## src/rtl/slp_pkg.sv

```systemverilog
package slp_pkg;

    typedef enum logic [1:0] {
        ST_RUN      = 2'd0,
        ST_SLEEP    = 2'd1,
        ST_VEC_WAIT = 2'd2
    } slp_state_e;

    // Classified wake/reset events for one cycle
    typedef struct packed {
        logic rst_class;  // pin / brown-out / power-on, or watchdog while running
        logic irq_wake;   // qualified interrupt while asleep
        logic wdt_wake;   // watchdog timeout while asleep with sleep-run enabled
        logic wdt_hit;    // a watchdog timeout that takes effect
    } wake_cls_t;

endpackage

```

## src/rtl/slp_wake_qual.sv

```systemverilog
module slp_wake_qual
    import slp_pkg::*;
#(
    parameter int N_IRQ = 4
) (
    input  logic             asleep,
    input  logic             pin_rst,
    input  logic             brownout_rst,
    input  logic             poweron_rst,
    input  logic             wdt_expired,
    input  logic             wdt_sleep_en,
    input  logic [N_IRQ-1:0] irq_flag,
    input  logic [N_IRQ-1:0] irq_en,
    output wake_cls_t        cls
);

    localparam int LAST = N_IRQ - 1;

    logic [LAST:0] qual;
    logic          any_irq;
    logic          hw_rst;
    logic          wdt_live;

    // Per-source qualification: flag and its own enable, no global gate
    for (genvar i = 0; i < N_IRQ; i++) begin : g_qual
        assign qual[i] = irq_flag[i] & irq_en[i];
    end

    assign any_irq  = |qual;
    assign hw_rst   = pin_rst | brownout_rst | poweron_rst;
    assign wdt_live = wdt_expired & (~asleep | wdt_sleep_en);

    always_comb begin
        cls.rst_class = hw_rst | (wdt_expired & ~asleep);
        cls.irq_wake  = asleep & any_irq;
        cls.wdt_wake  = asleep & wdt_expired & wdt_sleep_en;
        cls.wdt_hit   = wdt_live;
    end

endmodule

```

## src/rtl/slp_osc_keep.sv

```systemverilog
module slp_osc_keep (
    input  logic asleep,
    input  logic hf_sel_wavegen,
    input  logic hf_sel_nco,
    input  logic wdt_sleep_en,
    output logic lf_osc_keep,
    output logic hf_osc_keep,
    output logic wdt_run
);

    // Low-frequency domain stays alive in sleep for its peripherals
    assign lf_osc_keep = asleep;
    // High-frequency oscillator held only if a consumer selected it
    assign hf_osc_keep = asleep & (hf_sel_wavegen | hf_sel_nco);
    // Watchdog counts while running, and in sleep only if configured
    assign wdt_run     = ~asleep | wdt_sleep_en;

endmodule

```

## src/rtl/slp_wake_ctrl.sv

```systemverilog
module slp_wake_ctrl
    import slp_pkg::*;
#(
    parameter int N_IRQ = 4
) (
    input  logic             clk,
    input  logic             rst_n,
    input  logic             sleep_req,
    input  logic             pin_rst,
    input  logic             brownout_rst,
    input  logic             poweron_rst,
    input  logic             wdt_expired,
    input  logic             wdt_sleep_en,
    input  logic [N_IRQ-1:0] irq_flag,
    input  logic [N_IRQ-1:0] irq_en,
    input  logic             irq_global_en,
    input  logic             post_sleep_done,
    input  logic             hf_sel_wavegen,
    input  logic             hf_sel_nco,
    output logic             cpu_clk_en,
    output logic             wdt_clear,
    output logic             wdt_run,
    output logic             pd_flag,
    output logic             to_flag,
    output logic             reset_req,
    output logic             resume,
    output logic             isr_vector_req,
    output logic             lf_osc_keep,
    output logic             hf_osc_keep
);

    slp_state_e state;
    slp_state_e state_nx;
    wake_cls_t  cls;
    logic       asleep;
    logic       go_sleep;
    logic       wake_rst;
    logic       wake_cont;
    logic       vec_fire;
    logic       rst_class_q;

    assign asleep = (state == ST_SLEEP);

    slp_wake_qual #(.N_IRQ(N_IRQ)) u_qual (
        .asleep       (asleep),
        .pin_rst      (pin_rst),
        .brownout_rst (brownout_rst),
        .poweron_rst  (poweron_rst),
        .wdt_expired  (wdt_expired),
        .wdt_sleep_en (wdt_sleep_en),
        .irq_flag     (irq_flag),
        .irq_en       (irq_en),
        .cls          (cls)
    );

    slp_osc_keep u_osc (
        .asleep         (asleep),
        .hf_sel_wavegen (hf_sel_wavegen),
        .hf_sel_nco     (hf_sel_nco),
        .wdt_sleep_en   (wdt_sleep_en),
        .lf_osc_keep    (lf_osc_keep),
        .hf_osc_keep    (hf_osc_keep),
        .wdt_run        (wdt_run)
    );

    // Transition events
    always_comb begin
        go_sleep  = (state == ST_RUN) & sleep_req & ~cls.rst_class;
        wake_rst  = asleep & cls.rst_class;
        wake_cont = asleep & ~cls.rst_class & (cls.irq_wake | cls.wdt_wake);
        vec_fire  = (state == ST_VEC_WAIT) & post_sleep_done & ~cls.rst_class;
    end

    // Next-state logic
    always_comb begin
        state_nx = state;
        unique case (state)
            ST_RUN: begin
                if (go_sleep) state_nx = ST_SLEEP;
            end
            ST_SLEEP: begin
                if (wake_rst)
                    state_nx = ST_RUN;
                else if (wake_cont)
                    state_nx = (cls.irq_wake & irq_global_en) ? ST_VEC_WAIT : ST_RUN;
            end
            ST_VEC_WAIT: begin
                if (cls.rst_class | post_sleep_done) state_nx = ST_RUN;
            end
            default: state_nx = ST_RUN;
        endcase
    end

    // State register
    always_ff @(posedge clk or negedge rst_n) begin
        if (!rst_n) state <= ST_RUN;
        else        state <= state_nx;
    end

    assign cpu_clk_en = ~asleep;

    // Output register
    always_ff @(posedge clk or negedge rst_n) begin
        if (!rst_n) begin
            wdt_clear      <= 1'b0;
            resume         <= 1'b0;
            reset_req      <= 1'b0;
            isr_vector_req <= 1'b0;
            rst_class_q    <= 1'b0;
            pd_flag        <= 1'b1;
            to_flag        <= 1'b1;
        end else begin
            wdt_clear      <= go_sleep | wake_rst | wake_cont;
            resume         <= wake_cont;
            reset_req      <= cls.rst_class & ~rst_class_q;
            isr_vector_req <= vec_fire;
            rst_class_q    <= cls.rst_class;
            if (go_sleep) begin
                pd_flag <= 1'b0;
                to_flag <= 1'b1;
            end
            if (cls.wdt_hit) to_flag <= 1'b0;
        end
    end

endmodule

```

## config.mk

```make
export PLATFORM = sky130hd
export DESIGN_NAME = slp_wake_ctrl
export DESIGN_NICKNAME = d
export VERILOG_FILES = /design/src/rtl/slp_pkg.sv /design/src/rtl/slp_wake_qual.sv /design/src/rtl/slp_osc_keep.sv /design/src/rtl/slp_wake_ctrl.sv
export SDC_FILE = /design/constraint.sdc
export NUM_CORES = 1
export LEC_CHECK = 0
export BUFFER_PORTS_ARGS = -buffer_cell sky130_fd_sc_hd__buf_4
export CAP_MARGIN = 30
export CELL_PAD_IN_SITES_DETAIL_PLACEMENT = 1
export CELL_PAD_IN_SITES_GLOBAL_PLACEMENT = 1
export CORE_UTILIZATION = 26
export CTS_CLUSTER_DIAMETER = 50
export DETAILED_ROUTE_END_ITERATION = 12
export GPL_TIMING_DRIVEN = 0
export PLACE_DENSITY_LB_ADDON = 0.2
export SYNTH_ARGS = -nofsm -noshare
export SYNTH_HDL_FRONTEND = slang
export SYNTH_HIERARCHICAL = 1
export SYNTH_SLANG_ARGS = --single-unit
```

## constraint.sdc

```tcl
create_clock -name clk -period 2.3 [get_ports clk]
set_clock_uncertainty 0.2 [all_clocks]
set_input_delay 0.115 -clock clk [delete_from_list [all_inputs] [get_ports clk]]
set_output_delay 0.115 -clock clk [all_outputs]
set_load 0.05 [all_outputs]
```

* Word-level counts from Yosys, hierarchy flattened *
Cells that the tools add are included.

storage, ports and cells
  memory bits (read-only) = 0
  memory bits (writable) = 0
  output and inout bits = 10
  latch bits = 0
  register bits = 9
  memories = 0
  logic and storage cells = 56

cells by class
  divide/modulo/power cells = 0
  shift-type cells = 0
  add/subtract/negate cells = 0
  bitwise gates (word level) = 31
  multiply operators = 0
  equality and inequality tests = 5
  reduce and logical (&&, ||, !) cells = 4
  order comparisons = 0
  muxes and demuxes = 8

operators by type and width
  kind                                                    count
  AND 1 bit                                               19
  two-way mux 2 bit                                       5
  bitwise OR 1 bit                                        9
  case mux 2 bit (3 select lines)                         1
  OR reduction 4 bit                                      1
  inequality test 3 x 1 -> 1 bit (second input constant)  1
  inverter 1 bit                                          3
  AND reduction 3 bit                                     1
  == test 2 x 1 -> 1 bit (second input constant)          1
  == test 2 bit (second input constant)                   1
  zero test 2 bit                                         1
  two-way mux 1 bit                                       2
  inequality test 2 x 1 -> 1 bit (second input constant)  1
  inequality test 2 bit (second input constant)           1
  nonzero test 2 bit                                      1

* Depth between registers and ports, before layout *
Gate-level depths: netlist (run 1).

  depth after elaboration = 10
  depth in mapped cells = 5
  mapped depth without buffers = 5

* By module *
Netlist (run 1), hierarchy kept.

modules (own cells, without submodules)
  module         cells an instance  times used  area each (um^2)
  slp_wake_ctrl  28                 1           351.6
  slp_wake_qual  10                 1           58.8
  slp_osc_keep   3                  1           21.3

* Worst setup path before layout (run 1) *
OpenSTA, ideal clock, no wires.

  path type = register to register
  start = reg state[1]
  end = reg pd_flag
  cell stages (with the launch flop) = 6
  slack = 0.096 ns
  buffers on the path = 0
  arrival time = 1.929 ns
  setup time = 0.075 ns
  required time = 2.025 ns
  cells stage by stage = dfrtp_1 nand2b_1 inv_1 o21ai_1 or4b_4 and2_4

RTL lines
  item                    line                  RTL
  start, declared         slp_wake_ctrl.sv:32   slp_state_e state;
  start signal, assigned  slp_wake_ctrl.sv:97   else state <= state_nx;
  end signal, assigned    slp_wake_ctrl.sv:110  pd_flag <= 1'b1;
  end signal, assigned    slp_wake_ctrl.sv:119  pd_flag <= 1'b0;
  end, declared           slp_wake_ctrl.sv:23   output logic pd_flag,

==> results of run 1 <==
==> path summary, 6_finish.rpt <==
kind	slack, ns	start	endpoint	cells after the start
max in group asynchronous	1.68	rst_n	pd_flag	2
min in group clk	0.04	wdt_expired	to_flag	5
setup / recovery	0.26	state[1]	pd_flag	5
hold / removal	0.01	rst_n	resume	2
hold reg to reg	0.21	rst_class_q	reset_req	1
setup reg to reg	0.26	state[1]	pd_flag	5
==> state kept, by name, summed over array words and instances (netlist names) <==
signal          cells
state               2
isr_vector_req      1
pd_flag             1
reset_req           1
resume              1
rst_class_q         1
to_flag             1
wdt_clear           1
==> cells in the mapped netlist, types with 2 or more instances <==
| library cell | number | area share, % |
|---|---|---|
| sky130_fd_sc_hd__nor3_1 | 4 | 4.6 |
| sky130_fd_sc_hd__or3b_1 | 2 | 4.1 |
| sky130_fd_sc_hd__buf_4 | 2 | 3.5 |
| sky130_fd_sc_hd__dfrtp_1 | 7 | 41 |
| sky130_fd_sc_hd__dfstp_2 | 2 | 12 |
| sky130_fd_sc_hd__a22oi_1 | 2 | 3.5 |
| sky130_fd_sc_hd__a21oi_1 | 2 | 2.3 |
| sky130_fd_sc_hd__inv_1 | 4 | 3.5 |
| sky130_fd_sc_hd__nand2b_1 | 3 | 4.3 |
==> stage by stage <==
step | instances | hold WS, ns | util, % | total power [W]
final | 94 | 0.0132 | 48.3 | 0.000340
after global placement | 86 | -0.258 | 43.9 | 0.000219
after CTS | 94 | 0.00984 | 48.3 | 0.000346
after detailed placement | 86 | -0.259 | 43.9 | 0.000220
after global routing | 94 | 0.0177 | 48.3 | 0.000355
after floorplan | 41 | -0.381 | - | 0.000185
==> cells in the final DEF, fill, tap and decap left out, drive strengths merged, types with 2 or more instances in the layout <==
cell type	instances
o21ai	2
dlygate4sd3	4
dfrtp	7
clkbuf	4
nand2b	3
dfstp	2
buf	31
a22oi	2
or3b	2
inv	4
nor3	4
a21oi	3
==> kinds of logic after synthesis <==
family / synth area share (%)
simple gates: 24.9
compound gates: 15.4
buf+inv: 6.95
flops: 52.8
==> layout make-up <==
| type | count | area share [%] |
|---|---|---|
| plain buffers | 2 | 2.04 |
| clock buffers | 4 | 3.57 |
| inverters | 4 | 2.04 |
| multi-input cells | 26 | 23.6 |
| flip-flops and latches | 9 | 31.0 |
| well taps | 16 | 2.72 |
| repair buffers | 33 | 35.0 |
==> timing repair <==
action                     4_1_cts  5_1_grt
hold endpoints to repair        12        0
hold buffers                     4        0
setup endpoints to repair        0        0
==> per-layer routing <==
layer / track usage (%) / wire [um] / vias to the layer above
met5: 0 / 0 / -
met4: 10.6 / 14 / 0
met3: 3.40 / 82 / 2
met2: 21.8 / 577 / 23
met1: 14.0 / 434 / 204
li1: - / - / 215
==> where the power goes <==
| part | switching (W) | internal [W] | total, W |
|---|---|---|---|
| clock network | 0.0000516 | 0.0000666 | 0.000118 |
| registers | 0.00000122 | 0.000161 | 0.000162 |
| logic | 0.0000249 | 0.0000342 | 0.0000591 |
| total | 0.0000777 | 0.000262 | 0.000340 |
==> critical path: stages (launching register included) <==
cell                       delay (ns)
sky130_fd_sc_hd__dfrtp_1         0.43
sky130_fd_sc_hd__nand2b_1        0.22
sky130_fd_sc_hd__inv_1           0.19
sky130_fd_sc_hd__o21ai_1         0.20
sky130_fd_sc_hd__or4b_4          0.56
sky130_fd_sc_hd__and2_4          0.17
==> summary.md, run 1 <==
### Layout
- number of fillers in the final layout: 189
- Storage cell area: 228 sq um
- net total in the final layout: 99
- final instance area: 736 sq um
- layout cell share with drive strength beyond 1: 50.0%
- multi-input logic area: 174 sq um
- Area growth, synth to finish: 70.4%
- diode count: 0

### Logic synthesis
- share of flip-flops with an asynchronous set or reset after synthesis: 100%
- sequential element share of the synthesized area: 52.8%
- cells after synthesis: 41
- mean area per synthesized cell: 10.5 sq um
- number of register bits inferred by synthesis: 9
- prevailing post-synth register cell: sky130_fd_sc_hd__dfrtp_1
- Post-synth EDFFs: 0
- Syn. warnings: 6
- Mapped Nets: 61
- Yosys cell types: 22
- area of the mapped netlist: 432 sq um

### CTS
- cell at the root of the clock tree: sky130_fd_sc_hd__clkbuf_4
- number of clock sinks seen by CTS: 9
- number of gates resized after cts: 0
- clk_lat worst skew: 0.25 ns
- clock transition at the register clock pins on the worst setup and hold paths after CTS: 0.06 ns
- TritonCTS clock tree: built
- buffer depth of the longest clock path: 2
- total CTS buffers: 3
- H-tree depth reported by CTS: 1
- post-CTS setup buffer count: 0

### Floorplanning
- vertical die dimension: 42.7 um
- Starting Density: 28.3%
- DIE AREA: 1830 sq um
- Ports: 30
- cell row count: 14
- Die Wd: 42.7 um
- placeable core region: 1520 sq um

### Timing
- final number of setup-violating endpoints: 0
- total negative setup slack: 0 ns
- post-route setup slack: 0.262 ns
- final number of max-transition violations: 0
- minimum period implied by the final worst setup slack: 2.04 ns
- ratio of final minimum period to clock period: 88.6%
- RSZ-0062 raised after global routing: no
- Final Hold Viols: 0
- maximum frequency from static timing analysis: 491 MHz
- Relative slew margins: 66.4%
- slew at the pin closest to its max-slew limit: 0.500 ns

### Pwr
- maximum ir drop on the vdd rail: 0.135 mV
- Leakage Power: 0.367 nW
- total power density per cell area: 462 nW/um^2

### Global route
- wire length of the first global-routing pass: 1.73 mm
- remaining global-route overflow: 0
- antenna violations before repair: 0
- via count of the first global-routing pass: 454
- pin count of the biggest net entering global routing: 10
- gr usage total: 13.2%

### Detailed routing
- Routed Wire Length: 1.11 mm
- DR WL/cell: 11.8 um
- number of optimization iterations in the first detailed-route pass: 2
- number of routed nets with antenna violations: 0
- DRC viols: 0
- via-per-instance ratio: 4.72
- total number of vias: 444
- DRT iter0 DRCs: 6

### Place
- Post-DP HPWL: 904 um
- Placed Instance Area: 669 sq um
- pre-CTS WS: 0.244 ns
- number of buffer cells added on primary ports: 29
- final weighted congestion of routability-driven global placement: 0.664

### Setup path
- required time worst endpoint: 2.29 ns
- largest fanout on the critical path: 8
- Setup crit start kind: register
- kind of end point of the critical path: register
- Crit Path Category: reg -> reg
- worst path arrival time: 2.03 ns

### Outcome
- result of the run: completed

### Run
- # Max-Cap Violations: 0

### Hold path
- class of the most critical hold timing path: in -> async

Note: power is estimated with default switching activity, not from simulation.
==> run 2, diff against run 1 <==
Settings changed: GPL_TIMING_DRIVEN 0 to default.
==> run 2 against run 1 <==
Non-clock buffer count unchanged. Clock power about the same. Hold slack better by 0.010 ns. First-iteration DRC count down 67%. Via count down 0.45%.
==> summary.md, run 2 (synthesized netlist as in run 1, its figures left out) <==
### Timing
- RSZ-0062 raised after global routing: no
- ratio of final minimum period to clock period: 86.7%
- post-route setup slack: 0.307 ns
- Final Hold Viols: 0
- Relative slew margins: 67.8%
- slew at the pin closest to its max-slew limit: 0.479 ns
- final number of max-transition violations: 0
- total negative setup slack: 0 ns
- maximum frequency from static timing analysis: 502 MHz
- final number of setup-violating endpoints: 0
- minimum period implied by the final worst setup slack: 1.99 ns

### CTS
- cell at the root of the clock tree: sky130_fd_sc_hd__clkbuf_4
- clock transition at the register clock pins on the worst setup and hold paths after CTS: 0.06 ns
- clk_lat worst skew: 0.25 ns
- buffer depth of the longest clock path: 2
- total CTS buffers: 3
- number of gates resized after cts: 0
- H-tree depth reported by CTS: 1
- number of clock sinks seen by CTS: 9
- TritonCTS clock tree: built

### Detailed routing
- Routed Wire Length: 994 um
- number of routed nets with antenna violations: 0
- DRT iter0 DRCs: 2
- number of optimization iterations in the first detailed-route pass: 2
- met2 routed WL: 495 um
- wl on met1: 418 um
- total number of vias: 442
- total met3 wirelength after detailed routing: 66 um
- via-per-instance ratio: 4.70
- top routing layer in use: met4
- DR WL/cell: 10.6 um
- DRC viols: 0

### Run
- # Max-Cap Violations: 0

### Layout
- commonest cells after routing, fill and taps aside: 29 x sky130_fd_sc_hd__buf_4, 7 x sky130_fd_sc_hd__dfrtp_1, 6 x sky130_fd_sc_hd__dlygate4sd3_1
- fraction of the core area covered by cells at the end of the flow: 48.6%
- net total in the final layout: 99
- leading cell type in the layout, fill and taps excluded: sky130_fd_sc_hd__buf_4
- diode count: 0
- number of flip-flops under the largest register name: 2
- number of fillers in the final layout: 192
- Most flops, register: state
- Area growth, synth to finish: 71.6%
- layout cell share with drive strength beyond 1: 47.4%

### Hold path
- class of the most critical hold timing path: in -> async

### Setup path
- Register-to-Register Path Depth: 5
- required time worst endpoint: 2.28 ns
- kind of end point of the critical path: register
- Crit Path Category: reg -> reg
- Reg2Reg Setup Slack: 0.31 ns
- Setup crit start kind: register
- largest fanout on the critical path: 8
- worst path arrival time: 1.98 ns

### Global route
- remaining global-route overflow: 0
- pin count of the biggest net entering global routing: 10
- gr usage total: 12.1%
- wire length of the first global-routing pass: 1.64 mm
- via count of the first global-routing pass: 422
- antenna violations before repair: 0

### Place
- final weighted congestion of routability-driven global placement: 0.728
- number of buffer cells added on primary ports: 29
- pre-CTS WS: 0.302 ns

### Floorplanning
- DIE AREA: 1830 sq um
- Starting Density: 28.3%
- Die Wd: 42.7 um
- placeable core region: 1520 sq um
- vertical die dimension: 42.7 um
- Ports: 30
- cell row count: 14

### Pwr
- total power density per cell area: 455 nW/um^2
- maximum ir drop on the vdd rail: 0.163 mV
- Leakage Power: 0.365 nW

### Outcome
- result of the run: completed

## run 2: timing repair
| action | CTS | global route |
|---|---|---|
| hold buffers | 6 | 0 |
| endpoints found under the hold margin | 13 | 0 |
| buffers inserted | 0 | 0 |
## run 2: final timing paths
check | end | from
worst max register to register | pd_flag | state[1]
worst min-delay path | rst_class_q | rst_n
max in group asynchronous | to_flag | rst_n
worst max-delay path | pd_flag | state[1]
min in group clk | rst_class_q | poweron_rst
worst min register to register | reset_req | rst_class_q
## run 2: layout make-up
| cell class | count | area (sq um) | area share [%] |
|---|---|---|---|
| tap | 16 | 20.0 | 2.70 |
| clock buffer | 4 | 26.3 | 3.55 |
| timing repair buffer | 35 | 278 | 37.5 |
| inverter | 4 | 15.0 | 2.03 |
| multi-input combinational | 26 | 174 | 23.5 |
| sequential | 9 | 228 | 30.7 |
## run 2: critical path: stages, from the launching register on
cell                       delay, ns
sky130_fd_sc_hd__dfrtp_1        0.42
sky130_fd_sc_hd__nand2b_1       0.20
sky130_fd_sc_hd__inv_1          0.19
sky130_fd_sc_hd__o21ai_1        0.20
sky130_fd_sc_hd__or4b_4         0.55
sky130_fd_sc_hd__and2_4         0.17
## run 2: metal layers
metal,up-vias,global-route usage (%)
li1,215,-
met3,2,2.55
met5,-,0
met2,23,20.3
met4,0,7.50
met1,202,13.8
## run 2: stage by stage
step	area, sq um	std cells	hold WS (ns)	total power, W
3_5_place_dp	654	84	-0.258	0.000218
6_report	741	94	0.0237	0.000337
5_1_grt	741	94	0.0187	0.000357
2_1_floorplan	432	41	-0.381	0.000185
4_1_cts	741	94	0.0128	0.000345
3_3_place_gp	654	84	-0.259	0.000217
## run 2: power by group
part / leakage, nW / switching (W) / internal, W
clock network: 0.0150 / 0.0000485 / 0.0000664
logic: 0.237 / 0.0000251 / 0.0000351
registers: 0.113 / 0.00000108 / 0.000161
==> run 3, diff against run 2 <==
Settings changed: CORE_UTILIZATION 26 to 29, CTS_BUF_LIST from default to sky130_fd_sc_hd__clkbuf_8.
==> run 3 against run 2 <==
Hold slack got worse by 0.023 ns. Register-to-register slack got worse by 0.03 ns. Sequential power about the same. Maximum frequency decreased by 1.3%. Critical path type unchanged. Largest cell class unchanged.
==> summary.md, run 3 (synthesized netlist as in run 1, its figures left out) <==
### Timing
- Relative slew margins: 66.9%
- final number of setup-violating endpoints: 0
- slew at the pin closest to its max-slew limit: 0.493 ns
- minimum period implied by the final worst setup slack: 2.02 ns
- RSZ-0062 raised after global routing: no
- maximum frequency from static timing analysis: 495 MHz
- Final Hold Viols: 0
- final number of max-transition violations: 0
- ratio of final minimum period to clock period: 87.8%
- total negative setup slack: 0 ns

### Detailed routing
- DRT iter0 DRCs: 1
- number of routed nets with antenna violations: 0
- via-per-instance ratio: 4.81
- number of optimization iterations in the first detailed-route pass: 2
- Routed Wire Length: 1.05 mm
- DR WL/cell: 11.7 um
- total number of vias: 433
- DRC viols: 0

### Layout
- number of fillers in the final layout: 167
- commonest cells after routing, fill and taps aside: 29 x sky130_fd_sc_hd__buf_4, 7 x sky130_fd_sc_hd__dfrtp_1, 4 x sky130_fd_sc_hd__nor3_1, 4 x sky130_fd_sc_hd__inv_1
- Area growth, synth to finish: 69.0%
- diode count: 0
- net total in the final layout: 96
- leading cell type in the layout, fill and taps excluded: sky130_fd_sc_hd__buf_4
- Most flops, register: state
- layout cell share with drive strength beyond 1: 50.7%
- number of flip-flops under the largest register name: 2

### Floorplanning
- DIE AREA: 1650 sq um
- cell row count: 13
- Starting Density: 32.0%
- vertical die dimension: 40.6 um
- Ports: 30
- placeable core region: 1350 sq um
- Die Wd: 40.6 um

### Setup path
- worst path arrival time: 1.98 ns
- required time worst endpoint: 2.26 ns
- largest fanout on the critical path: 8
- Setup crit start kind: register
- Crit Path Category: reg -> reg
- kind of end point of the critical path: register

### CTS
- TritonCTS clock tree: built
- buffer depth of the longest clock path: 2
- clk_lat worst skew: 0.24 ns
- number of clock sinks seen by CTS: 9
- clock transition at the register clock pins on the worst setup and hold paths after CTS: 0.05 ns
- cell at the root of the clock tree: sky130_fd_sc_hd__clkbuf_8
- H-tree depth reported by CTS: 1
- total CTS buffers: 3

### Place
- final weighted congestion of routability-driven global placement: 0.775
- number of buffer cells added on primary ports: 29
- Post-DP HPWL: 858 um

### Global route
- gr usage total: 15.2%
- antenna violations before repair: 0
- remaining global-route overflow: 0
- pin count of the biggest net entering global routing: 10
- wire length of the first global-routing pass: 1.62 mm
- via count of the first global-routing pass: 422

### Hold path
- class of the most critical hold timing path: in -> reg

### Pwr
- overall power: 0.000401 W
- maximum ir drop on the vdd rail: 0.226 mV
- total power density per cell area: 550 nW/um^2
- Leakage Power: 0.363 nW

### Run
- # Max-Cap Violations: 0

### Outcome
- result of the run: completed

## run 3: cell count changes in the layout (fill, tap and decap cells not counted), sizes merged
cell | previous run | this run
dlygate4sd3 | 6 | 3
clkbuf | 4 | 3
clkinv | 0 | 1
## run 3: worst paths after layout
kind,start,to,slack (ns),cells after the start
max in group asynchronous,rst_n,to_flag,1.65,2
min reg2reg,rst_class_q,reset_req,0.21,1
max reg2reg,state[1],pd_flag,0.28,5
min,sleep_req,state[0],0.0003,3
max,state[1],pd_flag,0.28,5
min in group asynchronous,rst_n,isr_vector_req,0.04,2
## run 3: per-layer routing
layer,GRT usage [%],vias up,wire length [um]
met1,16.2,194,392
met5,0,-,0
met2,27.8,28,530
met4,7.50,0,23
li1,-,209,-
met3,3.33,2,103
## run 3: area by class of cell
class | instances | area [sq um] | area share (%)
Clock buffer | 3 | 41.3 | 5.66
Tap cell | 15 | 18.8 | 2.57
Timing Repair Buffer | 32 | 248 | 34.0
Multi-Input combinational cell | 26 | 174 | 23.8
Clock inverter | 1 | 5.00 | 0.686
Sequential cell | 9 | 228 | 31.2
Inverter | 4 | 15.0 | 2.06
## run 3: timing repair
action / in CTS / in global routing
gates resized for setup: 0 / 0
endpoints found under the hold margin: 11 / 0
hold buffers: 3 / 0
buffers inserted: 0 / 0
## run 3: critical path, stage by stage, from the launching register on
cell	delay (ns)
sky130_fd_sc_hd__dfrtp_1	0.42
sky130_fd_sc_hd__nand2b_1	0.21
sky130_fd_sc_hd__inv_1	0.19
sky130_fd_sc_hd__o21ai_1	0.20
sky130_fd_sc_hd__or4b_4	0.55
sky130_fd_sc_hd__and2_4	0.17
## run 3: power breakdown
group	switching, W	internal (W)
registers	0.00000121	0.000162
logic	0.0000249	0.0000317
clock network	0.0000635	0.000118
total	0.0000895	0.000311
## run 3: through the flow
step | setup slack, ns | cells | instance area [sq um] | hold slack [ns] | util, %
final | 0.280 | 90 | 729 | 0.000341 | 54.0
after CTS | 0.268 | 90 | 729 | 0.000147 | 54.0
after detailed placement | 0.286 | 83 | 653 | -0.260 | 48.4
after global placement | 0.343 | 83 | 653 | -0.260 | 48.4
after floorplan | 0.0961 | 41 | 432 | -0.381 | -
after global routing | 0.120 | 90 | 729 | 0.0146 | 54.0
